===== config.mk =====
export PLATFORM = sky130hd
export DESIGN_NAME = svc_psw_swap
export DESIGN_NICKNAME = d
export VERILOG_FILES = /design/src/rtl/svc_swap_pkg.sv /design/src/rtl/svc_code_gen.sv /design/src/rtl/svc_seq.sv /design/src/rtl/svc_psw_swap.sv
export SDC_FILE = /design/constraint.sdc
export NUM_CORES = 1
export LEC_CHECK = 0
export ABC_AREA = 1
export BUFFER_PORTS_ARGS = -buffer_cell sky130_fd_sc_hd__buf_2
export CAP_MARGIN = 20
export CELL_PAD_IN_SITES_DETAIL_PLACEMENT = 1
export CELL_PAD_IN_SITES_GLOBAL_PLACEMENT = 1
export CORE_MARGIN = 4
export CORE_UTILIZATION = 38
export DETAILED_ROUTE_END_ITERATION = 8
export PLACE_DENSITY = 0.88
export SLEW_MARGIN = 15
export SYNTH_ARGS = -nofsm -noshare
export SYNTH_HDL_FRONTEND = slang
export SYNTH_HIERARCHICAL = 1
export SYNTH_SLANG_ARGS = --single-unit

===== constraint.sdc =====
create_clock -name clk_i -period 3.8 [get_ports clk_i]
set_input_delay 0.76 -clock clk_i [delete_from_list [all_inputs] [get_ports clk_i]]
set_output_delay 0.76 -clock clk_i [all_outputs]
set_load 0.01 [all_outputs]

===== src/rtl/svc_swap_pkg.sv =====
package svc_swap_pkg;
  typedef enum logic [2:0] {
    ST_IDLE,
    ST_CODE,
    ST_OLD,
    ST_NEW,
    ST_DONE
  } swap_state_e;

  function automatic logic [1:0] ilc_of(input logic via_exec);
    return via_exec ? 2'd2 : 2'd1;
  endfunction
endpackage


===== src/rtl/svc_code_gen.sv =====
module svc_code_gen #(
  parameter int DW     = 64,
  parameter int EC_BIT = 12
) (
  input  logic [DW-1:0] psw_i,
  input  logic [7:0]    svc_byte_i,
  input  logic          via_exec_i,
  output logic          ec_mode_o,
  output logic [1:0]    ilc_o,
  output logic [DW-1:0] code_word_o,
  output logic [DW-1:0] old_word_o
);
  import svc_swap_pkg::*;

  localparam int EC_POS   = DW - 1 - EC_BIT;
  localparam int CODE_TOP = DW - 1 - 16;
  localparam int ILC_TOP  = DW - 1 - 32;

  logic [15:0] int_code;

  assign ec_mode_o = psw_i[EC_POS];
  assign ilc_o     = ilc_of(via_exec_i);
  assign int_code  = {8'h00, svc_byte_i};

  always_comb begin
    code_word_o = '0;
    code_word_o[DW-1 -: 32] = {8'h00, 5'b0, ilc_o, 1'b0, int_code};
  end

  always_comb begin
    old_word_o = psw_i;
    if (!ec_mode_o) begin
      old_word_o[CODE_TOP -: 16] = int_code;
      old_word_o[ILC_TOP -: 2]   = ilc_o;
    end
  end
endmodule


===== src/rtl/svc_seq.sv =====
module svc_seq (
  input  logic                       clk_i,
  input  logic                       rst_ni,
  input  logic                       start_i,
  input  logic                       ec_mode_i,
  input  logic                       mem_ready_i,
  output svc_swap_pkg::swap_state_e  state_o,
  output logic                       capture_o,
  output logic                       load_o,
  output logic                       busy_o,
  output logic                       done_o
);
  import svc_swap_pkg::*;

  swap_state_e state_q, state_d;

  assign capture_o = (state_q == ST_IDLE) && start_i;
  assign load_o    = (state_q == ST_NEW) && mem_ready_i;
  assign busy_o    = (state_q != ST_IDLE);
  assign done_o    = (state_q == ST_DONE);
  assign state_o   = state_q;

  always_comb begin
    state_d = state_q;
    unique case (state_q)
      ST_IDLE: if (start_i) state_d = ST_CODE;
      ST_CODE: if (!ec_mode_i) state_d = ST_OLD;
               else if (mem_ready_i) state_d = ST_OLD;
      ST_OLD:  if (mem_ready_i) state_d = ST_NEW;
      ST_NEW:  if (mem_ready_i) state_d = ST_DONE;
      ST_DONE: state_d = ST_IDLE;
      default: state_d = ST_IDLE;
    endcase
  end

  always_ff @(posedge clk_i or negedge rst_ni) begin
    if (!rst_ni) state_q <= ST_IDLE;
    else         state_q <= state_d;
  end

  // done follows the read handshake and lasts one cycle
  assert_done_after_read_R8: assert property (@(posedge clk_i) disable iff (!rst_ni)
    load_o |=> done_o);
  assert_done_single_R8: assert property (@(posedge clk_i) disable iff (!rst_ni)
    done_o |=> !done_o);
  // a start while busy does not restart the sequence
  assert_start_ignored_R9: assert property (@(posedge clk_i) disable iff (!rst_ni)
    (busy_o && start_i && state_q != ST_DONE) |=> busy_o);
endmodule


===== src/rtl/svc_psw_swap.sv =====
module svc_psw_swap #(
  parameter int ADDR_W        = 24,
  parameter int DW            = 64,
  parameter int EC_BIT        = 12,
  parameter int OLD_PSW_ADDR  = 32,
  parameter int NEW_PSW_ADDR  = 96,
  parameter int CODE_DW_ADDR  = 136
) (
  input  logic              clk_i,
  input  logic              rst_ni,
  input  logic              start_i,
  input  logic [DW-1:0]     psw_i,
  input  logic [7:0]        svc_byte_i,
  input  logic              via_exec_i,
  output logic              busy_o,
  output logic              done_o,
  output logic [DW-1:0]     new_psw_o,
  output logic              mem_req_o,
  output logic              mem_we_o,
  output logic [ADDR_W-1:0] mem_addr_o,
  output logic [DW/8-1:0]   mem_be_o,
  output logic [DW-1:0]     mem_wdata_o,
  input  logic              mem_ready_i,
  input  logic [DW-1:0]     mem_rdata_i
);
  import svc_swap_pkg::*;

  localparam int BE_W = DW / 8;
  localparam logic [BE_W-1:0] BE_ALL  = '1;
  localparam logic [BE_W-1:0] BE_CODE = BE_ALL << (BE_W - 4);

  swap_state_e       state;
  logic              capture, load;
  logic [DW-1:0]     psw_q, new_psw_q;
  logic [7:0]        svc_q;
  logic              exec_q;
  logic              ec_mode;
  logic [1:0]        ilc;
  logic [DW-1:0]     code_word, old_word;

  always_ff @(posedge clk_i or negedge rst_ni) begin
    if (!rst_ni) begin
      psw_q  <= '0;
      svc_q  <= '0;
      exec_q <= 1'b0;
    end else if (capture) begin
      psw_q  <= psw_i;
      svc_q  <= svc_byte_i;
      exec_q <= via_exec_i;
    end
  end

  always_ff @(posedge clk_i or negedge rst_ni) begin
    if (!rst_ni)   new_psw_q <= '0;
    else if (load) new_psw_q <= mem_rdata_i;
  end
  assign new_psw_o = new_psw_q;

  svc_code_gen #(.DW(DW), .EC_BIT(EC_BIT)) u_code_gen (
    .psw_i       (psw_q),
    .svc_byte_i  (svc_q),
    .via_exec_i  (exec_q),
    .ec_mode_o   (ec_mode),
    .ilc_o       (ilc),
    .code_word_o (code_word),
    .old_word_o  (old_word)
  );

  svc_seq u_seq (
    .clk_i       (clk_i),
    .rst_ni      (rst_ni),
    .start_i     (start_i),
    .ec_mode_i   (ec_mode),
    .mem_ready_i (mem_ready_i),
    .state_o     (state),
    .capture_o   (capture),
    .load_o      (load),
    .busy_o      (busy_o),
    .done_o      (done_o)
  );

  always_comb begin
    mem_req_o   = 1'b0;
    mem_we_o    = 1'b0;
    mem_addr_o  = '0;
    mem_be_o    = '0;
    mem_wdata_o = '0;
    unique case (state)
      ST_CODE: if (ec_mode) begin
        mem_req_o   = 1'b1;
        mem_we_o    = 1'b1;
        mem_addr_o  = ADDR_W'(CODE_DW_ADDR);
        mem_be_o    = BE_CODE;
        mem_wdata_o = code_word;
      end
      ST_OLD: begin
        mem_req_o   = 1'b1;
        mem_we_o    = 1'b1;
        mem_addr_o  = ADDR_W'(OLD_PSW_ADDR);
        mem_be_o    = BE_ALL;
        mem_wdata_o = old_word;
      end
      ST_NEW: begin
        mem_req_o   = 1'b1;
        mem_addr_o  = ADDR_W'(NEW_PSW_ADDR);
        mem_be_o    = BE_ALL;
      end
      default: ;
    endcase
  end

  // a stalled request holds its contents
  assert_stall_stable_R7: assert property (@(posedge clk_i) disable iff (!rst_ni)
    (mem_req_o && !mem_ready_i) |=> (mem_req_o && $stable(mem_addr_o) && $stable(mem_we_o)
      && $stable(mem_be_o) && $stable(mem_wdata_o)));
  // reads only target the new-PSW slot
  assert_read_addr_R6: assert property (@(posedge clk_i) disable iff (!rst_ni)
    (mem_req_o && !mem_we_o) |-> (mem_addr_o == ADDR_W'(NEW_PSW_ADDR)));
  // no code-byte write in basic format
  assert_bc_no_code_R5: assert property (@(posedge clk_i) disable iff (!rst_ni)
    (mem_req_o && mem_addr_o == ADDR_W'(CODE_DW_ADDR)) |-> psw_q[DW-1-EC_BIT]);
  // old-PSW write is followed by the new-PSW read
  assert_old_then_new_R6: assert property (@(posedge clk_i) disable iff (!rst_ni)
    (mem_req_o && mem_ready_i && mem_we_o && mem_addr_o == ADDR_W'(OLD_PSW_ADDR))
      |=> (mem_req_o && !mem_we_o));
  // idle means no traffic
  assert_idle_quiet_R1: assert property (@(posedge clk_i) disable iff (!rst_ni)
    !busy_o |-> !mem_req_o);
  // length code is one of the two legal values
  assert_ilc_legal_R3: assert property (@(posedge clk_i) disable iff (!rst_ni)
    busy_o |-> $countones(ilc) == 1);
endmodule


After elaboration in Yosys (flattened, before gate mapping)
Cells that the tools add are included.
Word-level totals
  flip-flop bits (word level): 140
  logic and storage cells: 36
  output and inout bits: 164
  input port bits: 141
Cells by class
  reductions and logical operators: 6
  equal/unequal tests: 8
  muxes and demuxes: 17
Operators with widths (number)
  64-bit case mux with 2 select lines: 1
  51-bit 2-to-1 mux: 1
  8-bit case mux with 3 select lines: 1
  18-bit 2-to-1 mux: 1
  8-bit 2-to-1 mux: 2
  8-bit case mux with 2 select lines: 1
  3-bit 2-to-1 mux: 5
  3-bit case mux with 4 select lines: 1
  3-bit by 2-bit == test with 1-bit output, second input constant: 2
  2-bit inequality test, second input constant: 3
  1-bit case mux with 2 select lines: 2
  4-bit AND reduction: 1
  3-bit by 1-bit == test with 1-bit output, second input constant: 1
  3-bit == test, second input constant: 1
  3-bit logical NOT: 1
  3-bit inequality test, second input constant: 1
  3-bit nonzero test: 1
  1-bit logical AND: 2
  2-bit 2-to-1 mux: 1
  2-bit OR reduction: 1
  1-bit 2-to-1 mux: 1

Logic depth before layout (Yosys ltp)
Gate-level depths: netlist (run 1).
  word-level depth: 3
  depth in mapped cells: 8
  mapped depth without buffers: 6

By module
Netlist (run 1), hierarchy kept.
By module, submodules not included
  svc_psw_swap: cells an instance 981, area each 7241.9 µm², instances 1, sequential area each 3428.3 µm²
  svc_code_gen: cells an instance 162, area each 1043.5 µm², instances 1, sequential area each 0.0 µm²
  svc_seq: cells an instance 31, area each 215.2 µm², instances 1, sequential area each 75.1 µm²

Least setup slack after synthesis (run 1)
No wires, ideal clock.
  path kind: register to output
  start: register u_seq.state_q[2] (netlist: u_seq/state_o[2])
  end: output mem_be_o[4]
  required time: 3.040 ns
  buffers on the path: 2
  data arrival time: 1.173 ns
  stages on the path, launching flop included: 6
  slack: 1.867 ns
  path through: dfrtp_1 -> nor2_1 -> buf_4 -> nand3_1 -> nand2_1 -> buf_4
Between the ends
  cells in the longest elaborated chain, start to end: 3
  elaborated cells between the ends (all ways): 5
  classes of those cells: eq/ne: 3; mux: 1; reduce/logical: 1
RTL lines
  from (decl): line svc_seq.sv:15  | swap_state_e state_q, state_d;
  from (signal assigned): line svc_seq.sv:38  | else state_q <= state_d;
  3-bit by 2-bit == test with 1-bit output: line svc_psw_swap.sv:88  | unique case (state)
  2-bit OR reduction (no line)
  8-bit case mux with 2 select lines *: line svc_psw_swap.sv:88
  to (decl): line svc_psw_swap.sv:21  | output logic [DW/8-1:0] mem_be_o,
Mark *: on every way between the ends. The rest lies on a longest branch, timed or not.

Worst setup path after layout (run 1)
  start: register u_seq.state_q[1] (netlist: u_seq/state_o[1])
  end: output mem_we_o
Between the ends
  cells in the longest elaborated chain, start to end: 2
  elaborated cells between the ends (all ways): 3
  classes of those cells: eq/ne: 2; mux: 1
RTL lines
  3-bit by 2-bit == test with 1-bit output / 3-bit by 1-bit == test with 1-bit output (equally long branches): line svc_psw_swap.sv:88
  1-bit case mux with 2 select lines *: line svc_psw_swap.sv:88
  to (decl): line svc_psw_swap.sv:19  | output logic mem_we_o,
Marks and branches as above.

==> metrics.md, run 1 <==
| Metric | Value |
|---|---|
| Average instance area after synthesis | a little over 7 µm² |
| CP cell instances | buf_4 -> nand2_1 -> inv_1 -> nand2_1 -> nand2_1 -> buf_2 |
| Cells after synthesis | ~1200 |
| Worst-Margin Slew | 0.7769 ns |
| CP arrival | roughly 2.2 ns |
| Largest net degree at the start of global routing | around 130 |
| Die H | between 150 and 200 µm |
| Die footprint | 24790 µm² |
| Slew Viols, Final | 0 |
| P_int | 4.472 mW |
| Crit. End Element | primary output |
| Buffers & Inverters on Critical Path | 3 |
| Gr ovfl total | 0 |
| CTS Buf Count | 17 |
| Unrepaired setup endpoints after global routing | no |
| Post-Syn Area | roughly 8500 µm² |
| Cts hold-fix bufs | 0 |
| Top layer in use | met5 |
| Clock Tree Root | clkbuf_16 |
| Fillers | a little under 3000 |
| YS warnings | 6 |
| Final Wtd Congestion | about 0.8 |
| Diodes inserted | 0 |
| Final HPWL DP | approximately 18000 µm |
| Row count | between 50 and 60 |
| DRT iter0 DRCs | 323 |
| Peak Freq | around 340 MHz |
| Layout cells sized above 1 | 25.48% |
| Min-delay worst type | in -> async |
| Clock transition at path regs | 0.07 ns |
| Clk sinks | 140 |
| Startpoint Class | flip-flop |
| Resized cells post-CTS | 0 |
| CTS tree | done |
| Initial antenna violation count | 2 |
| CP max stage delay | between 0.5 and 0.6 ns |
| Antenna violation net count after detailed routing | 0 |
| TNS Setup | 0 ns |
| Period utilization | 77.40% |
| M1 wire length | 9889 µm |
| Reg power frac | roughly a third |
| # DRC | 0 |
| Port buffer count | roughly 280 |
| Hold Slack | approximately 0.39 ns |
| WL final | about 25000 µm |
| Clk pwr share | between 20% and 30% |
| Wirelength per Cell | 14.95 µm |
| Final setup violation count | 0 |
| Net Sw Frac | between 40 and 50% |
| Status | finished clean |
| Crit path required time | 3.04 ns |
| Met2 Wirelength | roughly 12000 µm |
| Setup Skew | ~0.0092 ns |
| Max Buffers Root-to-Sink | 2 |
| Vias in the first global route | 7856 |
| Comb power frac | 46.0% |
| Switching power | ~3.6 mW |
| Crit path top cell by count | nand2_1 |
| Slowest CP cell | dfrtp_2 |
| Via density | ~4.6 |
| Worst IR Drop VDD | roughly 0.35 mV |
| Global-route usage over all layers | 19.89% |
| Slew margin rel. | 48.21% |
| Reg area | 3507 µm² |
| Worst-Skew Late Latency | 0.42 ns |
| PD cells | 821.2 nW/µm² |
| Pleak | 5.997 nW |
| Core Region | around 22000 µm² |
| Crit path kind | reg -> out |
| Wire length of the first global-routing pass | about 40000 µm |
| Core Util, Final | 45.02% |
| Via count | 7523 |
| Top-level port count | a little over 300 |
| CP Max Fanout | 53 |
| Starting Density | 38.76% |
| MaxCap Viol Count | 0 |
| H-tree depth | 4 |
| Crit-path leading delay family | buffers and inverters |
| Setup Buffers After CTS | 0 |
| Layout area overhead | 16.15% |
| Drt pass-1 iters | 4 |
| Die W | 157.4 µm |
| Period minus WS final | 2.941 ns |
| WL met3 | between 2000 and 2500 µm |
| Hold Fails Final Rpt | 0 |
| Final #Nets | 1490 |
| Area of the multi-input gates | 2982 µm² |
-- worst register-to-register path, delay by kind of cell, from the launching register on --
| kind | cells | cell delay (ns) |
|---|---|---|
| flip-flops | 1 | 0.38 |
| AO/OA/AOI/OAI | 1 | 0.14 |
| buffers and inverters | 3 | 1.16 |
| AND/OR/NAND/NOR | 2 | 0.67 |
-- power by group through the flow --
stage / registers, mW / logic [mW] / clock network [mW]
4_1_cts: 2.68 / 3.76 / 1.74
2_1_floorplan: 2.76 / 2.78 / 0
5_1_grt: 2.78 / 4.25 / 1.82
3_3_place_gp: 2.66 / 3.61 / 0
6_report: 2.68 / 3.72 / 1.69
3_5_place_dp: 2.69 / 3.75 / 0
-- stage by stage --
step | cell area, µm² | setup slack, ns | power [mW] | std cells
after floorplan | 8756 | 1.867 | 5.531 | 1244
after global placement | 9265 | 1.345 | 6.268 | 1610
after detailed placement | 9265 | 1.300 | 6.447 | 1610
after CTS | 9856 | 0.8519 | 8.179 | 1642
after global routing | 9856 | 0.6941 | 8.842 | 1642
final | 9856 | 0.8587 | 8.093 | 1642
-- state kept, by name (all words and copies together) (netlist names) --
| name | cells |
|---|---|
| new_psw_o | 64 |
| psw_q | 64 |
| svc_q | 8 |
| u_seq/state_o | 3 |
| exec_q | 1 |
-- layout make-up --
type                            count  area share [%]
Clock buffer                       18           4.354
Clock inverter                     14           1.638
Inverter                          222           8.480
Multi-Input combinational cell    669           30.25
Sequential cell                   140           35.58
Tap cell                          280           3.555
Timing Repair Buffer              299           16.14
-- worst paths after layout --
check | slack, ns | startpoint | cells after the start | end
worst max-delay path | 0.86 | u_seq/state_o[1]$_DFFE_PN0P_ | 6 | mem_we_o
max in group asynchronous | 2.58 | rst_ni | 2 | new_psw_o[34]$_DFFE_PN0P_
min in group clk_i | 0.51 | psw_q[33]$_DFFE_PN0P_ | 2 | psw_q[33]$_DFFE_PN0P_
worst max register to register | 1.35 | u_seq/state_o[0]$_DFFE_PN0P_ | 6 | new_psw_o[52]$_DFFE_PN0P_
worst min-delay path | 0.39 | rst_ni | 1 | new_psw_o[26]$_DFFE_PN0P_
worst min register to register | 0.51 | psw_q[33]$_DFFE_PN0P_ | 2 | psw_q[33]$_DFFE_PN0P_
-- cell usage in the layout, fill, tap and decap left out, types with 5 or more instances in the layout --
master      instances
nand2_1           313
clkbuf_16          17
nand4_1            65
conb_1             74
inv_6               5
inv_1             216
buf_2             283
dfrtp_1           137
clkinvlp_4          5
o21ai_1            64
o21ai_0            74
buf_4              11
inv_2               5
nand3_1            67
-- metal layers --
layer | up-vias | GRT usage [%]
met2 | 234 | 33.65
met3 | 30 | 7.506
met5 | - | 0
li1 | 3735 | -
met1 | 3520 | 23.54
met4 | 4 | 6.145
No activity file was read; power rests on OpenSTA's default activity.
==> run 2, diff against run 1 <==
Settings changed: ABC_AREA 1 to 0, CORE_UTILIZATION 38 to 35, PLACE_DENSITY 0.88 to 0.78.
Clock period 3.8 ns to 2.7 ns, I/O delays scaled along.
==> run 2 against run 1 <==
Compared with the run above:
- final cell count decreased by 25%
- sequential share of layout area decreased by 0.086 points
- sequential power increased by 41%
- worst hold slack got worse by 0.35 ns
- register-to-register slack got worse by 0.63 ns
- global-route usage decreased by 4.2 points
- clock-buffer cell count unchanged
- sequential cell count unchanged
- non-clock buffer count increased by 1
- critical path type unchanged
- largest power group unchanged
==> metrics.md, run 2 <==
| Metric | Value |
|---|---|
| Most common cell after layout, fill and taps aside | buf_2 |
| Reg power frac | 31.5% (-1.6 points) |
| CP max stage delay | 0.46 ns (-0.13 ns) |
| Crit path kind | reg -> out |
| PD cells | 1216 nW/µm² (+48%) |
| Starting Density | 35.50% (-3.3 points) |
| Comb power frac | 48.4% (+2.4 points) |
| Final instance area | 9879 µm² (+0.24%) |
| Largest net degree at the start of global routing | 65 (-50%) |
| Final HPWL DP | 15580 µm (-13%) |
| Final #Nets | 1046 (-30%) |
| Clk pwr share | 20.1% (-0.8 points) |
| Clock transition at path regs | 0.06 ns (about the same) |
| Min-delay worst type | in -> async |
| Setup WS pre-CTS | 0.5552 ns (-0.7446 ns) |
| Pleak | 4.584 nW (-24%) |
| Hold Fails Final Rpt | 0 (unchanged) |
| Gr ovfl total | 0 (unchanged) |
| Final WS setup | 0.2448 ns (-0.6139 ns) |
| Global-route usage over all layers | 15.71% (-4.2 points) |
| Layout area overhead | 18.92% |
| Antenna violation net count after detailed routing | 0 (unchanged) |
| Die footprint | 26270 µm² (+6.0%) |
| Via count | 5522 (-27%) |
| Post-Syn Area | 8308 µm² (-2.1%) |
| CP Max Fanout | 42 (-21%) |
| Crit. End Element | primary output |
| Startpoint Class | flip-flop |
| Drt pass-1 iters | 4 (unchanged) |
| Period utilization | 90.93% |
| CTS Buf Count | 17 (unchanged) |
| CP arrival | 1.92 ns (-0.26 ns) |
| Cells on worst reg2reg path | 4 (-2) |
| Max Buffers Root-to-Sink | 2 (unchanged) |
| Cell Area, Placed | 9274 µm² (about the same) |
| Net Sw Frac | 37.43% (-7.3 points) |
| Status | finished clean |
| Average instance area after synthesis | 11.90 µm² (+64%) |
| Period minus WS final | ~2.5 ns |
| Placed Instances | 1205 (-25%) |
| Layout cells sized above 1 | 57.84% (+32 points) |
| Clock Tree Root | clkbuf_16 |
| Top-level port count | 305 (unchanged) |
| Hold Slack | 0.03974 ns (-0.3470 ns) |
| TNS Setup | 0 ns (unchanged) |
| Setup Skew | 0.01088 ns (+0.001635 ns) |
| Initial antenna violation count | 0 (-2) |
| Slowest CP cell | dfrtp_1 |
| Clk sinks | 140 (unchanged) |
| R2r setup slk | 0.72 ns (-0.63 ns) |
| Core Region | 23400 µm² (+6.9%) |
| WL final | 20930 µm (-15%) |
| Final std cells w/o fill | 1237 (-25%) |
| Die W | 162.1 µm (+2.9%) |
| Cells after synthesis | 698 (-40%) |
| CTS tree | done |
| Final Wtd Congestion | 0.7137 (-11%) |
| Slew Viols, Final | 0 (unchanged) |
| Diodes inserted | 0 (unchanged) |
| RR Endpoint | psw_q[43]$_DFFE_PN0P_ |
| Setup Buffers After CTS | 0 (unchanged) |
| Switching power | 4.496 mW (+24%) |
| MaxCap Viol Count | 0 (unchanged) |
| R2r startpoint | u_seq/state_o[0]$_DFFE_PN0P_ |
| # DRC | 0 (unchanged) |
| Wire length of the first global-routing pass | 32570 µm (-18%) |
| Core Util, Final | 42.22% (-2.8 points) |
| Die H | 162.1 µm (+2.9%) |
| Power, Total | 12.01 mW (+48%) |
| YS warnings | 6 (unchanged) |
| Worst-Skew Late Latency | 0.41 ns (about the same) |
| Most frequent cells in the layout | 283 x buf_2, 139 x dfrtp_1, 137 x mux2_2 |
| Worst IR Drop VDD | 0.4476 mV (+28%) |
| Unrepaired setup endpoints after global routing | no |
| P_int | 7.515 mW (+68%) |
| H-tree depth | 4 (unchanged) |
| Peak Freq | 407.3 MHz |
| Via density | 4.464 (-2.6%) |
| Port buffer count | 284 (unchanged) |
| Wirelength per Cell | 16.92 µm (+13%) |
| Row count | 56 (+3.7%) |
| Crit path required time | 2.16 ns (-0.88 ns) |
| DRT iter0 DRCs | 170 (-47%) |
| Vias in the first global route | 5955 (-24%) |
| Final setup violation count | 0 (unchanged) |
| CP cell instances | nand3b_1 -> buf_6 -> o32ai_1 -> buf_2 |
-- run 2: worst max-delay path, delay by kind of cell (launching register included) --
kind,cells,cell delay (ns)
AOI/OAI and AO/OA,1,0.31
DFF,1,0.46
buffers and inverters,2,0.48
and+or+nand+nor,1,0.23
-- run 2: repair_timing --
item | 4_1_cts | 5_1_grt
hold buffers | 0 | 0
setup endpoints to repair | 0 | 1
gates resized for setup | 0 | 1
hold endpoints to repair | 0 | 0
-- run 2: how the worst max path moves through the flow --
| stage | depth (start not counted) | startpoint | to |
|---|---|---|---|
| floorplan | 4 | u_seq/state_o[2]$_DFFE_PN0P_ | mem_be_o[4] |
| finish | 4 | u_seq/state_o[1]$_DFFE_PN0P_ | mem_wdata_o[37] |
| global route | 4 | u_seq/state_o[1]$_DFFE_PN0P_ | mem_wdata_o[37] |
| global placement | 4 | u_seq/state_o[1]$_DFFE_PN0P_ | mem_wdata_o[37] |
| detailed placement | 4 | u_seq/state_o[1]$_DFFE_PN0P_ | mem_wdata_o[37] |
| CTS | 4 | u_seq/state_o[1]$_DFFE_PN0P_ | mem_wdata_o[37] |
-- run 2: final cells by class --
| type | count | area (µm²) |
|---|---|---|
| tap | 319 | 399.1 |
| timing repair buffer | 300 | 1627 |
| clock inverter | 14 | 172.7 |
| fill | 2682 | 13520 |
| inverter | 65 | 244.0 |
| clock buffer | 18 | 429.2 |
| multi-input combinational | 381 | 3501 |
| sequential | 140 | 3507 |
-- run 2: power by group through the flow --
| stage | Clock, mW | Combinational (mW) | Sequential [mW] |
|---|---|---|---|
| floorplan | 0 | 4.52 | 3.94 |
| global placement | 0 | 5.81 | 3.75 |
| detailed placement | 0 | 5.95 | 3.83 |
| CTS | 2.50 | 5.96 | 3.80 |
| global route | 2.60 | 6.39 | 3.93 |
| finish | 2.42 | 5.82 | 3.78 |
-- run 2: routing by layer --
metal  vias to the layer above  global-route usage [%]  wire (µm)
met3                        10                   6.293       1768
met5                         -                       0          0
met1                      2750                   18.21       8197
met2                       183                   27.82      10810
met4                         0                   2.730        152
li1                       2579                       -          -
